==> src/rtl/ubs_pkg.sv <==
package ubs_pkg;
  typedef enum logic [1:0] {
    CYC_RD    = 2'b00,
    CYC_RDP   = 2'b01,
    CYC_WR    = 2'b10,
    CYC_WRB   = 2'b11
  } cyc_e;

  typedef enum logic [1:0] {
    ST_IDLE = 2'd0,
    ST_ACK  = 2'd1,
    ST_NACK = 2'd2
  } st_e;
endpackage

==> src/rtl/ubs_sync.sv <==
module ubs_sync #(
  parameter int STAGES = 2
) (
  input  logic clk_i,
  input  logic rst_ni,
  input  logic d_i,
  output logic q_o
);
  logic [STAGES-1:0] sr_q;

  generate
    if (STAGES == 1) begin : g_one
      always_ff @(posedge clk_i or negedge rst_ni)
        if (!rst_ni) sr_q <= '0;
        else         sr_q <= d_i;
    end else begin : g_many
      always_ff @(posedge clk_i or negedge rst_ni)
        if (!rst_ni) sr_q <= '0;
        else         sr_q <= {sr_q[STAGES-2:0], d_i};
    end
  endgenerate

  assign q_o = sr_q[STAGES-1];
endmodule

==> src/rtl/ubs_decode.sv <==
module ubs_decode #(
  parameter int ADDR_W   = 18,
  parameter int PAGE_W   = 13,
  parameter int BASE_OFF = 13'h1F00,
  parameter int NUM_REGS = 8,
  localparam int IDX_W   = (NUM_REGS > 1) ? $clog2(NUM_REGS) : 1
) (
  input  logic [ADDR_W-1:0] addr_i,
  output logic              hit_o,
  output logic [IDX_W-1:0]  idx_o
);
  localparam int TOP_W   = ADDR_W - PAGE_W;
  localparam int WIN_END = BASE_OFF + 2 * NUM_REGS;

  logic [PAGE_W-1:0] off;
  logic [PAGE_W-1:0] rel;
  logic              in_page;

  assign off     = addr_i[PAGE_W-1:0];
  assign in_page = &addr_i[ADDR_W-1:PAGE_W];
  assign rel     = off - PAGE_W'(BASE_OFF);
  assign hit_o   = in_page && (int'(off) >= BASE_OFF) && (int'(off) < WIN_END);
  assign idx_o   = rel[IDX_W:1];

  initial begin
    assert (TOP_W > 0 && WIN_END <= (1 << PAGE_W))
      else $error("register window does not fit device page");
  end
endmodule

==> src/rtl/ubs_regfile.sv <==
module ubs_regfile #(
  parameter int NUM_REGS = 8,
  parameter int DATA_W   = 16,
  localparam int IDX_W   = (NUM_REGS > 1) ? $clog2(NUM_REGS) : 1,
  localparam int NB      = DATA_W / 8
) (
  input  logic              clk_i,
  input  logic              rst_ni,
  input  logic              clr_i,
  input  logic              we_i,
  input  logic [NB-1:0]     be_i,
  input  logic [IDX_W-1:0]  idx_i,
  input  logic [DATA_W-1:0] wdata_i,
  output logic [DATA_W-1:0] rdata_o
);
  logic [DATA_W-1:0] regs_q [NUM_REGS];

  for (genvar r = 0; r < NUM_REGS; r++) begin : g_reg
    for (genvar b = 0; b < NB; b++) begin : g_byte
      always_ff @(posedge clk_i or negedge rst_ni)
        if (!rst_ni)
          regs_q[r][8*b +: 8] <= '0;
        else if (clr_i)
          regs_q[r][8*b +: 8] <= '0;
        else if (we_i && be_i[b] && idx_i == IDX_W'(r))
          regs_q[r][8*b +: 8] <= wdata_i[8*b +: 8];
    end
  end

  assign rdata_o = regs_q[idx_i];

  // low-lane byte write leaves the high byte alone
  a_r6_high_kept: assert property (@(posedge clk_i) disable iff (!rst_ni || clr_i)
    (we_i && be_i == 2'b01) |=> (regs_q[$past(idx_i)][15:8] == $past(regs_q[idx_i][15:8])));
  a_r6_low_kept: assert property (@(posedge clk_i) disable iff (!rst_ni || clr_i)
    (we_i && be_i == 2'b10) |=> (regs_q[$past(idx_i)][7:0] == $past(regs_q[idx_i][7:0])));
  // clear empties the file
  a_r9_clear: assert property (@(posedge clk_i) disable iff (!rst_ni)
    clr_i |=> (regs_q[0] == '0));
endmodule

==> src/rtl/ubs_slave.sv <==
module ubs_slave
  import ubs_pkg::*;
#(
  parameter int ADDR_W      = 18,
  parameter int DATA_W      = 16,
  parameter int PAGE_W      = 13,
  parameter int BASE_OFF    = 13'h1F00,
  parameter int NUM_REGS    = 8,
  parameter int SYNC_STAGES = 2
) (
  input  logic              clk_i,
  input  logic              rst_ni,
  input  logic              init_i,
  input  logic [ADDR_W-1:0] addr_i,
  input  logic [1:0]        ctrl_i,
  input  logic [DATA_W-1:0] data_i,
  input  logic              msync_i,
  output logic              ssync_o,
  output logic [DATA_W-1:0] data_o,
  output logic              data_oe_o
);
  localparam int IDX_W = (NUM_REGS > 1) ? $clog2(NUM_REGS) : 1;
  localparam int NB    = DATA_W / 8;

  st_e               st_q;
  logic              msync_s;
  logic              hit;
  logic [IDX_W-1:0]  idx;
  logic              pend_q;
  logic [IDX_W-1:0]  pend_idx_q;
  logic              ssync_q;
  logic              oe_q;
  logic [DATA_W-1:0] rd_q;
  logic [DATA_W-1:0] rf_rdata;
  logic              is_wr;
  logic              allow;
  logic              start;
  logic              we;
  logic [NB-1:0]     be;
  cyc_e              cyc;

  ubs_sync #(.STAGES(SYNC_STAGES)) u_msync (
    .clk_i (clk_i), .rst_ni(rst_ni), .d_i(msync_i), .q_o(msync_s)
  );

  ubs_decode #(
    .ADDR_W(ADDR_W), .PAGE_W(PAGE_W), .BASE_OFF(BASE_OFF), .NUM_REGS(NUM_REGS)
  ) u_dec (
    .addr_i(addr_i), .hit_o(hit), .idx_o(idx)
  );

  assign cyc   = cyc_e'(ctrl_i);
  assign is_wr = (cyc == CYC_WR) || (cyc == CYC_WRB);
  // open read-modify-write admits only its completing write
  assign allow = hit && (!pend_q || (is_wr && idx == pend_idx_q));
  assign start = (st_q == ST_IDLE) && msync_s && !init_i;
  assign we    = start && allow && is_wr;

  always_comb begin
    be = '1;
    if (cyc == CYC_WRB) begin
      be = '0;
      be[addr_i[0]] = 1'b1;
    end
  end

  logic [DATA_W-1:0] wdata;
  assign wdata = (cyc == CYC_WRB) ? {NB{data_i[7:0]}} & {NB{8'hFF}} : data_i;

  ubs_regfile #(.NUM_REGS(NUM_REGS), .DATA_W(DATA_W)) u_rf (
    .clk_i  (clk_i),
    .rst_ni (rst_ni),
    .clr_i  (init_i),
    .we_i   (we),
    .be_i   (be),
    .idx_i  (idx),
    .wdata_i(wdata),
    .rdata_o(rf_rdata)
  );

  always_ff @(posedge clk_i or negedge rst_ni) begin
    if (!rst_ni) begin
      st_q       <= ST_IDLE;
      ssync_q    <= 1'b0;
      oe_q       <= 1'b0;
      rd_q       <= '0;
      pend_q     <= 1'b0;
      pend_idx_q <= '0;
    end else if (init_i) begin
      st_q    <= ST_IDLE;
      ssync_q <= 1'b0;
      oe_q    <= 1'b0;
      rd_q    <= '0;
      pend_q  <= 1'b0;
    end else begin
      unique case (st_q)
        ST_IDLE: if (msync_s) begin
          if (allow) begin
            st_q    <= ST_ACK;
            ssync_q <= 1'b1;
            oe_q    <= !is_wr;
            rd_q    <= is_wr ? '0 : rf_rdata;
            if (cyc == CYC_RDP) begin
              pend_q     <= 1'b1;
              pend_idx_q <= idx;
            end else if (is_wr) begin
              pend_q <= 1'b0;
            end
          end else begin
            st_q <= ST_NACK;
          end
        end
        ST_ACK: if (!msync_s) begin
          st_q    <= ST_IDLE;
          ssync_q <= 1'b0;
          oe_q    <= 1'b0;
          rd_q    <= '0;
        end
        ST_NACK: if (!msync_s) st_q <= ST_IDLE;
        default: st_q <= ST_IDLE;
      endcase
    end
  end

  assign ssync_o   = ssync_q;
  assign data_oe_o = oe_q;
  assign data_o    = rd_q;

  // response only follows a synchronised strobe
  a_r3_rise_on_msync: assert property (@(posedge clk_i) disable iff (!rst_ni)
    $rose(ssync_q) |-> msync_s);
  // response held while strobe stays high
  a_r3_hold: assert property (@(posedge clk_i) disable iff (!rst_ni)
    (ssync_q && msync_s && !init_i) |=> ssync_q);
  // rejected cycle never answers
  a_r2_miss_silent: assert property (@(posedge clk_i) disable iff (!rst_ni)
    (st_q == ST_NACK) |-> !ssync_q);
  // read data stable through the response window
  a_r4_data_stable: assert property (@(posedge clk_i) disable iff (!rst_ni)
    (ssync_q && $past(ssync_q) && !$past(init_i)) |-> $stable(data_o));
  // no data driven without a response
  a_r4_quiet: assert property (@(posedge clk_i) disable iff (!rst_ni)
    !ssync_q |-> (data_o == '0 && !data_oe_o));
  // while paused, only a write is answered
  a_r8_pause_gate: assert property (@(posedge clk_i) disable iff (!rst_ni)
    ($rose(ssync_q) && $past(pend_q)) |-> !oe_q);
endmodule

==> config.mk <==
export PLATFORM = sky130hd
export DESIGN_NAME = ubs_slave
export DESIGN_NICKNAME = d
export VERILOG_FILES = /design/src/rtl/ubs_pkg.sv /design/src/rtl/ubs_sync.sv /design/src/rtl/ubs_decode.sv /design/src/rtl/ubs_regfile.sv /design/src/rtl/ubs_slave.sv
export SDC_FILE = /design/constraint.sdc
export NUM_CORES = 1
export LEC_CHECK = 0
export ABC_AREA = 1
export BUFFER_PORTS_ARGS = -buffer_cell sky130_fd_sc_hd__buf_2
export CAP_MARGIN = 20
export CORE_UTILIZATION = 40
export CTS_BUF_LIST = sky130_fd_sc_hd__clkbuf_4
export DETAILED_ROUTE_END_ITERATION = 8
export PLACE_DENSITY = 0.65
export SYNTH_ARGS = -nofsm -noshare
export SYNTH_HDL_FRONTEND = slang
export SYNTH_SLANG_ARGS = --single-unit
==> constraint.sdc <==
create_clock -name clk_i -period 3.82 [get_ports clk_i]
set_input_delay 0.764 -clock clk_i [delete_from_list [all_inputs] [get_ports clk_i]]
set_output_delay 0.764 -clock clk_i [all_outputs]
set_load 0.05 [all_outputs]
# ---- Yosys cells after proc, flatten, opt, wreduce, memory -nomap -nowiden
# Cells that the tools add are included.
dict set report totals {
  ff_bits 154
  input_bits 40
  out_inout_bits 18
  wordCells 174
}
dict set report classes {
  n_addsub 1
  n_lt_le_gt_ge 5
  n_eq_ne 17
  mux 65
  bitwise 2
  n_reduce_logical 61
}
# cell count
set ops {}
lappend ops {{8-bit 2-to-1 mux} 32}
lappend ops {{16-bit 2-to-1 mux} 8}
lappend ops {{16-bit binary-select mux with 3-bit select} 1}
lappend ops {{2-bit nonzero test} 19}
lappend ops {{16-bit case mux with 2 select lines} 1}
lappend ops {{1-bit logical AND} 27}
lappend ops {{1-bit 2-to-1 mux} 14}
lappend ops {{13-bit greater-or-equal comparator, second input constant} 1}
lappend ops {{13-bit less-than comparator, second input constant} 1}
lappend ops {{3-bit == test, second input constant} 4}
lappend ops {{2-bit 2-to-1 mux} 5}
lappend ops {{5-bit AND reduction} 2}
lappend ops {{3-bit inequality test, second input constant} 3}
lappend ops {{4-bit AND reduction} 2}
lappend ops {{2-bit == test, second input constant} 3}
lappend ops {{3-bit by 2-bit == test with 1-bit output, second input constant} 2}
lappend ops {{3-bit nonzero test} 2}
lappend ops {{2-bit by 1-bit == test with 1-bit output, second input constant} 2}
lappend ops {{4-bit greater-or-equal comparator, second input constant} 1}
lappend ops {{3-bit inverter with 4-bit output} 1}
lappend ops {{1-bit case mux with 2 select lines} 2}
lappend ops {{2-bit case mux with 2 select lines} 1}
lappend ops {{4-bit by 1-bit subtractor with 4-bit output, second input constant} 1}
lappend ops {{3-bit by 1-bit == test with 1-bit output, second input constant} 1}
lappend ops {{other kinds (12)} 15}

# ---- Longest topological paths before layout
dict set report logic_depth {
  depth_word 11
  ltp_mapped 13
  mapped_depth_nobuf 12
}

# ---- Cells and area by module
# Synthesis repeated with hierarchy kept, for this count alone.
dict set report hier_totals {
  hier_cells 1138
  area_unflattened_um2 8119.0
}
# module n_inst cells_per_inst area_per_inst_um2 seq_area_each_um2
set by_module_without_submodules {}
lappend by_module_without_submodules {ubs_regfile 1 907 6495.0 3203.1}
lappend by_module_without_submodules {ubs_slave 1 211 1493.9 600.6}
lappend by_module_without_submodules {ubs_decode 1 18 80.1 0.0}
lappend by_module_without_submodules {ubs_sync 1 2 50.0 50.0}

# ---- Worst setup path before layout
# OpenSTA, ideal clock, no wires.
dict set report synth_timing {
  kind {input port to flip-flop}
  startpoint {input addr_i[1]}
  endpoint {register u_rf.regs_q[112] (netlist bit)}
  setup_time_ns 0.120
  arrival_ns 1.900
  required_ns 3.700
  setup_slack_ns 1.800
  cell_stages 7
  n_path_buf 1
  path_cell_list {nor2_1 -> inv_1 -> nor2_1 -> clkbuf_1 -> nand4_1 -> nand3_1 -> nand2_1}
}
dict set report synth_via {
  elab_chain_cells 10
  word_cells_on_any_way 15
  classes_between {add/sub: 1; order compare: 2; eq/ne: 1; reduce/logical: 11}
}
# item line
set synth_lines {}
lappend synth_lines {{from (decl)} ubs_slave.sv:14} ;# input logic [ADDR_W-1:0] addr_i,
lappend synth_lines {{4-bit by 1-bit subtractor with 4-bit output} ubs_decode.sv:21} ;# assign rel = off - PAGE_W'(BASE_OFF);
lappend synth_lines {{3-bit == test} ubs_slave.sv:55} ;# assign allow = hit && (!pend_q || (is_wr && idx == pend_idx_q));
lappend synth_lines {{1-bit logical AND} ubs_slave.sv:55}
lappend synth_lines {{1-bit logical OR} ubs_slave.sv:55}
lappend synth_lines {{1-bit logical AND} ubs_slave.sv:55}
lappend synth_lines {{1-bit logical AND (2 in series)} ubs_slave.sv:57} ;# assign we = start && allow && is_wr;
lappend synth_lines {{1-bit logical AND} ubs_regfile.sv:25} ;# else if (we_i && be_i[b] && idx_i == IDX_W'(r))
lappend synth_lines {{1-bit logical AND (*)} ubs_regfile.sv:25}
lappend synth_lines {{2-bit nonzero test (no source line) (*)} --}
lappend synth_lines {{to (signal, indexed assignment)} ubs_regfile.sv:26} ;# regs_q[r][8*b +: 8] <= wdata_i[8*b +: 8];
lappend synth_lines {{to (decl)} ubs_regfile.sv:16} ;# logic [DATA_W-1:0] regs_q [NUM_REGS];
# Every way passes the cells marked *; elsewhere a longest branch is shown, timed or not.
# A chain may end at the register's enable or synchronous reset.

# ---- Final worst setup path
dict set report layout_timing {
  startpoint {register st_q[0]}
  endpoint {register u_rf.regs_q[117] (netlist bit)}
}
dict set report layout_via {
  elab_chain_cells 8
}
# item line
set layout_lines {}
lappend layout_lines {{from (decl)} ubs_slave.sv:25} ;# st_e st_q;
lappend layout_lines {{from (signal assigned)} ubs_slave.sv:83} ;# st_q <= ST_IDLE;
lappend layout_lines {{from (signal assigned)} ubs_slave.sv:90} ;# st_q <= ST_IDLE;
lappend layout_lines {{from (signal assigned)} ubs_slave.sv:99} ;# st_q <= ST_ACK;
lappend layout_lines {{2-bit zero test} ubs_slave.sv:56} ;# assign start = (st_q == ST_IDLE) && msync_s && !init_i;
lappend layout_lines {{1-bit logical AND (2 in series)} ubs_slave.sv:56}
lappend layout_lines {{1-bit logical AND (2 in series)} ubs_slave.sv:57}
lappend layout_lines {{1-bit logical AND (2 in series)} ubs_regfile.sv:25}
lappend layout_lines {{2-bit nonzero test (no source line)} --}
# No other way between the ends.

==> flow_summary.yaml <==
outcome:
  status: "completed"
sta:
  setup_tns_ns: 0
  period_minus_slack_ns: 2.39
  fin_crit_sh_pct: 62.5
  setup_slack_ns: 1.43
  drv_slew: 0
  setup_viol: 0
  clock_skew_ns: 0.0189
  slew_headroom_pct: 30.1
  tightest_slew_ns: 1.05
  hold_violations: 0
  grt_setup_unrepaired: "no"
  timing.fmax_ghz: 0.419
placement:
  port_buffers: 57
  place_congestion: 0.869
  hpwlAfterDp_um: 14800
  dp_slack_ns: 0.962
yosys:
  ys_warn_count: 0
  syn-cell-area_um2: 7670
  yosysMostFrequentCell: "nand2_1"
  synth-seq-cells: 154
  synth_area_leaders: "dfrtp_1, nand3_1, nand2_1"
  synth_edf_count: 0
  yosysTopAreaCellShare_pct: 50.2
  synth_common_cells: "nand2_1, nand3_1, dfrtp_1"
  synth_cells: 968
  syn_nets: 1010
  synth_cell_type_count: 25
  synth_top_cell_by_area: "dfrtp_1"
  synthFlopType: "dfrtp_1"
  syn_avg_cell_area_um2: 7.93
  synthArstFlopShare_pct: 100
  ys_seq_area_share_pct: 50.2
global_route:
  antenna_found_initial: 2
  overflow: 0
  track_usage_pct: 24.1
  grt_max_degree: 95
  grt_pass1_wl_um: 36400
  grt_busiest_layer: "met1"
  grt_pass1_vias: 6474
  grt_use_met2_pct: 35.2
  grt_util_met3_pct: 4.85
  met1_usage_pct: 35.4
layout:
  area_delta_synth_final_pct: 11.1
  finish.net_count: 1042
  drive_gt1_share_pct: 12.2
setup_path:
  crit_path_end_kind: "flip-flop"
  required_ns: 4.34
  worst-r2r-setup-slack_ns: 1.43
  arrival_ns: 2.91
  crit_fanout: 18
  start_kind: "flip-flop"
  reg2reg_from: "st_q[0]$_DFFE_PN0P_"
  cp-startpoint: "st_q[0]$_DFFE_PN0P_"
  worstSetupPathType: "reg2reg"
route:
  avgViaCountPerCell: 5.66
  drt-wirelength-per-cell_um: 18.3
  dr.pass1.iters: 5
  routed_wl_um: 22900
  vias: 7064
  drtIter0Drc: 979
  drc_errors: 0
  postRouteAntennaNets: 0
power_and_ir_drop:
  leakagePower_nw: 4.66
  pwr_density_cell_nw_per_um2: 380
  peakVddDrop_mv: 0.142
clock_network:
  post_cts_buffers: 0
  root_buffer: "clkbuf_4"
  ctsHoldBuffers: 0
  clk_pin_slew_ns: 0.13
  cts.path.max_buffers: 2
  clock_latency_ns: 0.59
  cts_tree: "done"
  cts_resized: 0
  h-tree-depth: 4
  cts_inserted_buffers: 17
  numClockSinks: 154
job:
  cap_violations: 0
floorplan:
  initial_core_util_pct: 40.9
  die_x_um: 141
  pin_count: 58
  die_area_um2: 19700
  core_area_um2: 18800
  die_h_um: 141
  num_rows: 50
worst_hold_path:
  hp-class: "in2async"
per-layer routing:
layer / part of all wire [%] / vias to the layer above
li1: - / 3358
met2: 44 / 271
met3: 7.3 / 40
met4: 2.0 / 2
met1: 46 / 3393
met5: 0.039 / -
cell usage in the layout (no fill, tap or decap), types with 2 or more instances in the layout:
cell | synthesis | layout
nand4_1 | 16 | 16
nand3_1 | 275 | 275
clkbuf_4 | 0 | 19
inv_2 | 3 | 3
buf_2 | 9 | 56
nand2_1 | 280 | 280
clkinv_2 | 0 | 4
ha_1 | 2 | 2
nand2_2 | 2 | 2
clkinvlp_4 | 0 | 2
dfrtp_1 | 154 | 154
o21ai_0 | 13 | 13
buf_4 | 1 | 20
nor2_2 | 1 | 4
buf_12 | 0 | 2
a22oi_1 | 64 | 64
bufinv_16 | 0 | 6
nor3_1 | 3 | 3
nor2_1 | 51 | 48
inv_1 | 30 | 30
worst paths after layout:
check,end,cells after the start
max reg2reg,u_rf.regs_q[117]$_DFFE_PN0P_,9
max in group asynchronous,u_rf.regs_q[45]$_DFFE_PN0P_,2
min reg2reg,u_msync.sr_q[1]$_DFF_PN0_,0
min,u_rf.regs_q[95]$_DFFE_PN0P_,1
min in group clk_i,u_msync.sr_q[0]$_DFF_PN0_,1
max,u_rf.regs_q[117]$_DFFE_PN0P_,9
worst max-delay path: stages, from the launching register on:
cell and delay [ns]:
dfrtp_1 0.40, inv_1 0.08, ha_1 0.20, nand2_1 0.11, nor2_2 0.12, buf_4 0.28, nand4_2 0.30, nor2_1 0.58
nand3_1 0.13, nand2_1 0.11
cell type report:
| type | instances | area (um^2) |
|---|---|---|
| antenna | 1 | 2.50 |
| inverter | 35 | 136 |
| clock buffer | 19 | 143 |
| tap | 234 | 293 |
| timing repair buffer | 79 | 482 |
| multi-input combinational | 713 | 3390 |
| fill | 1904 | 10200 |
| clock inverter | 13 | 224 |
| sequential | 154 | 3850 |
power by group:
group | leakage (nW) | internal [mW] | switching (mW)
Sequential | 2.14 | 1.64 | 0.00575
Clock | 0.192 | 0.661 | 0.604
Combinational | 2.32 | 0.0660 | 0.264
sequential cells by signal (all words and copies together), names as in the netlist:
signal / count
data_o: 16
u_rf.regs_q: 128
pend_idx_q: 3
pend_q: 1
ssync_o: 1
st_q: 2
u_msync.sr_q: 2
data_oe_o: 1
kinds of logic after synthesis:
kind of cell / after synthesis / share of synthesized area (%)
compound gates: 81 / 7.56
simple gates: 630 / 36.2
flops: 154 / 50.2
fa+ha+maj: 2 / 0.326
buf+inv: 101 / 5.72
metrics by stage:
step	instance area (um^2)	instances	power [mW]	hold slack [ns]	util, %
floorplan	7670	968	1.87	0.331	-
global placement	8150	1215	2.01	0.353	43.4
detailed placement	8150	1215	2.01	0.348	43.4
CTS	8520	1247	3.25	0.236	45.4
global route	8520	1248	3.35	0.253	45.4
finish	8520	1248	3.24	0.192	45.4
No activity file was read; power rests on OpenSTA's default activity.
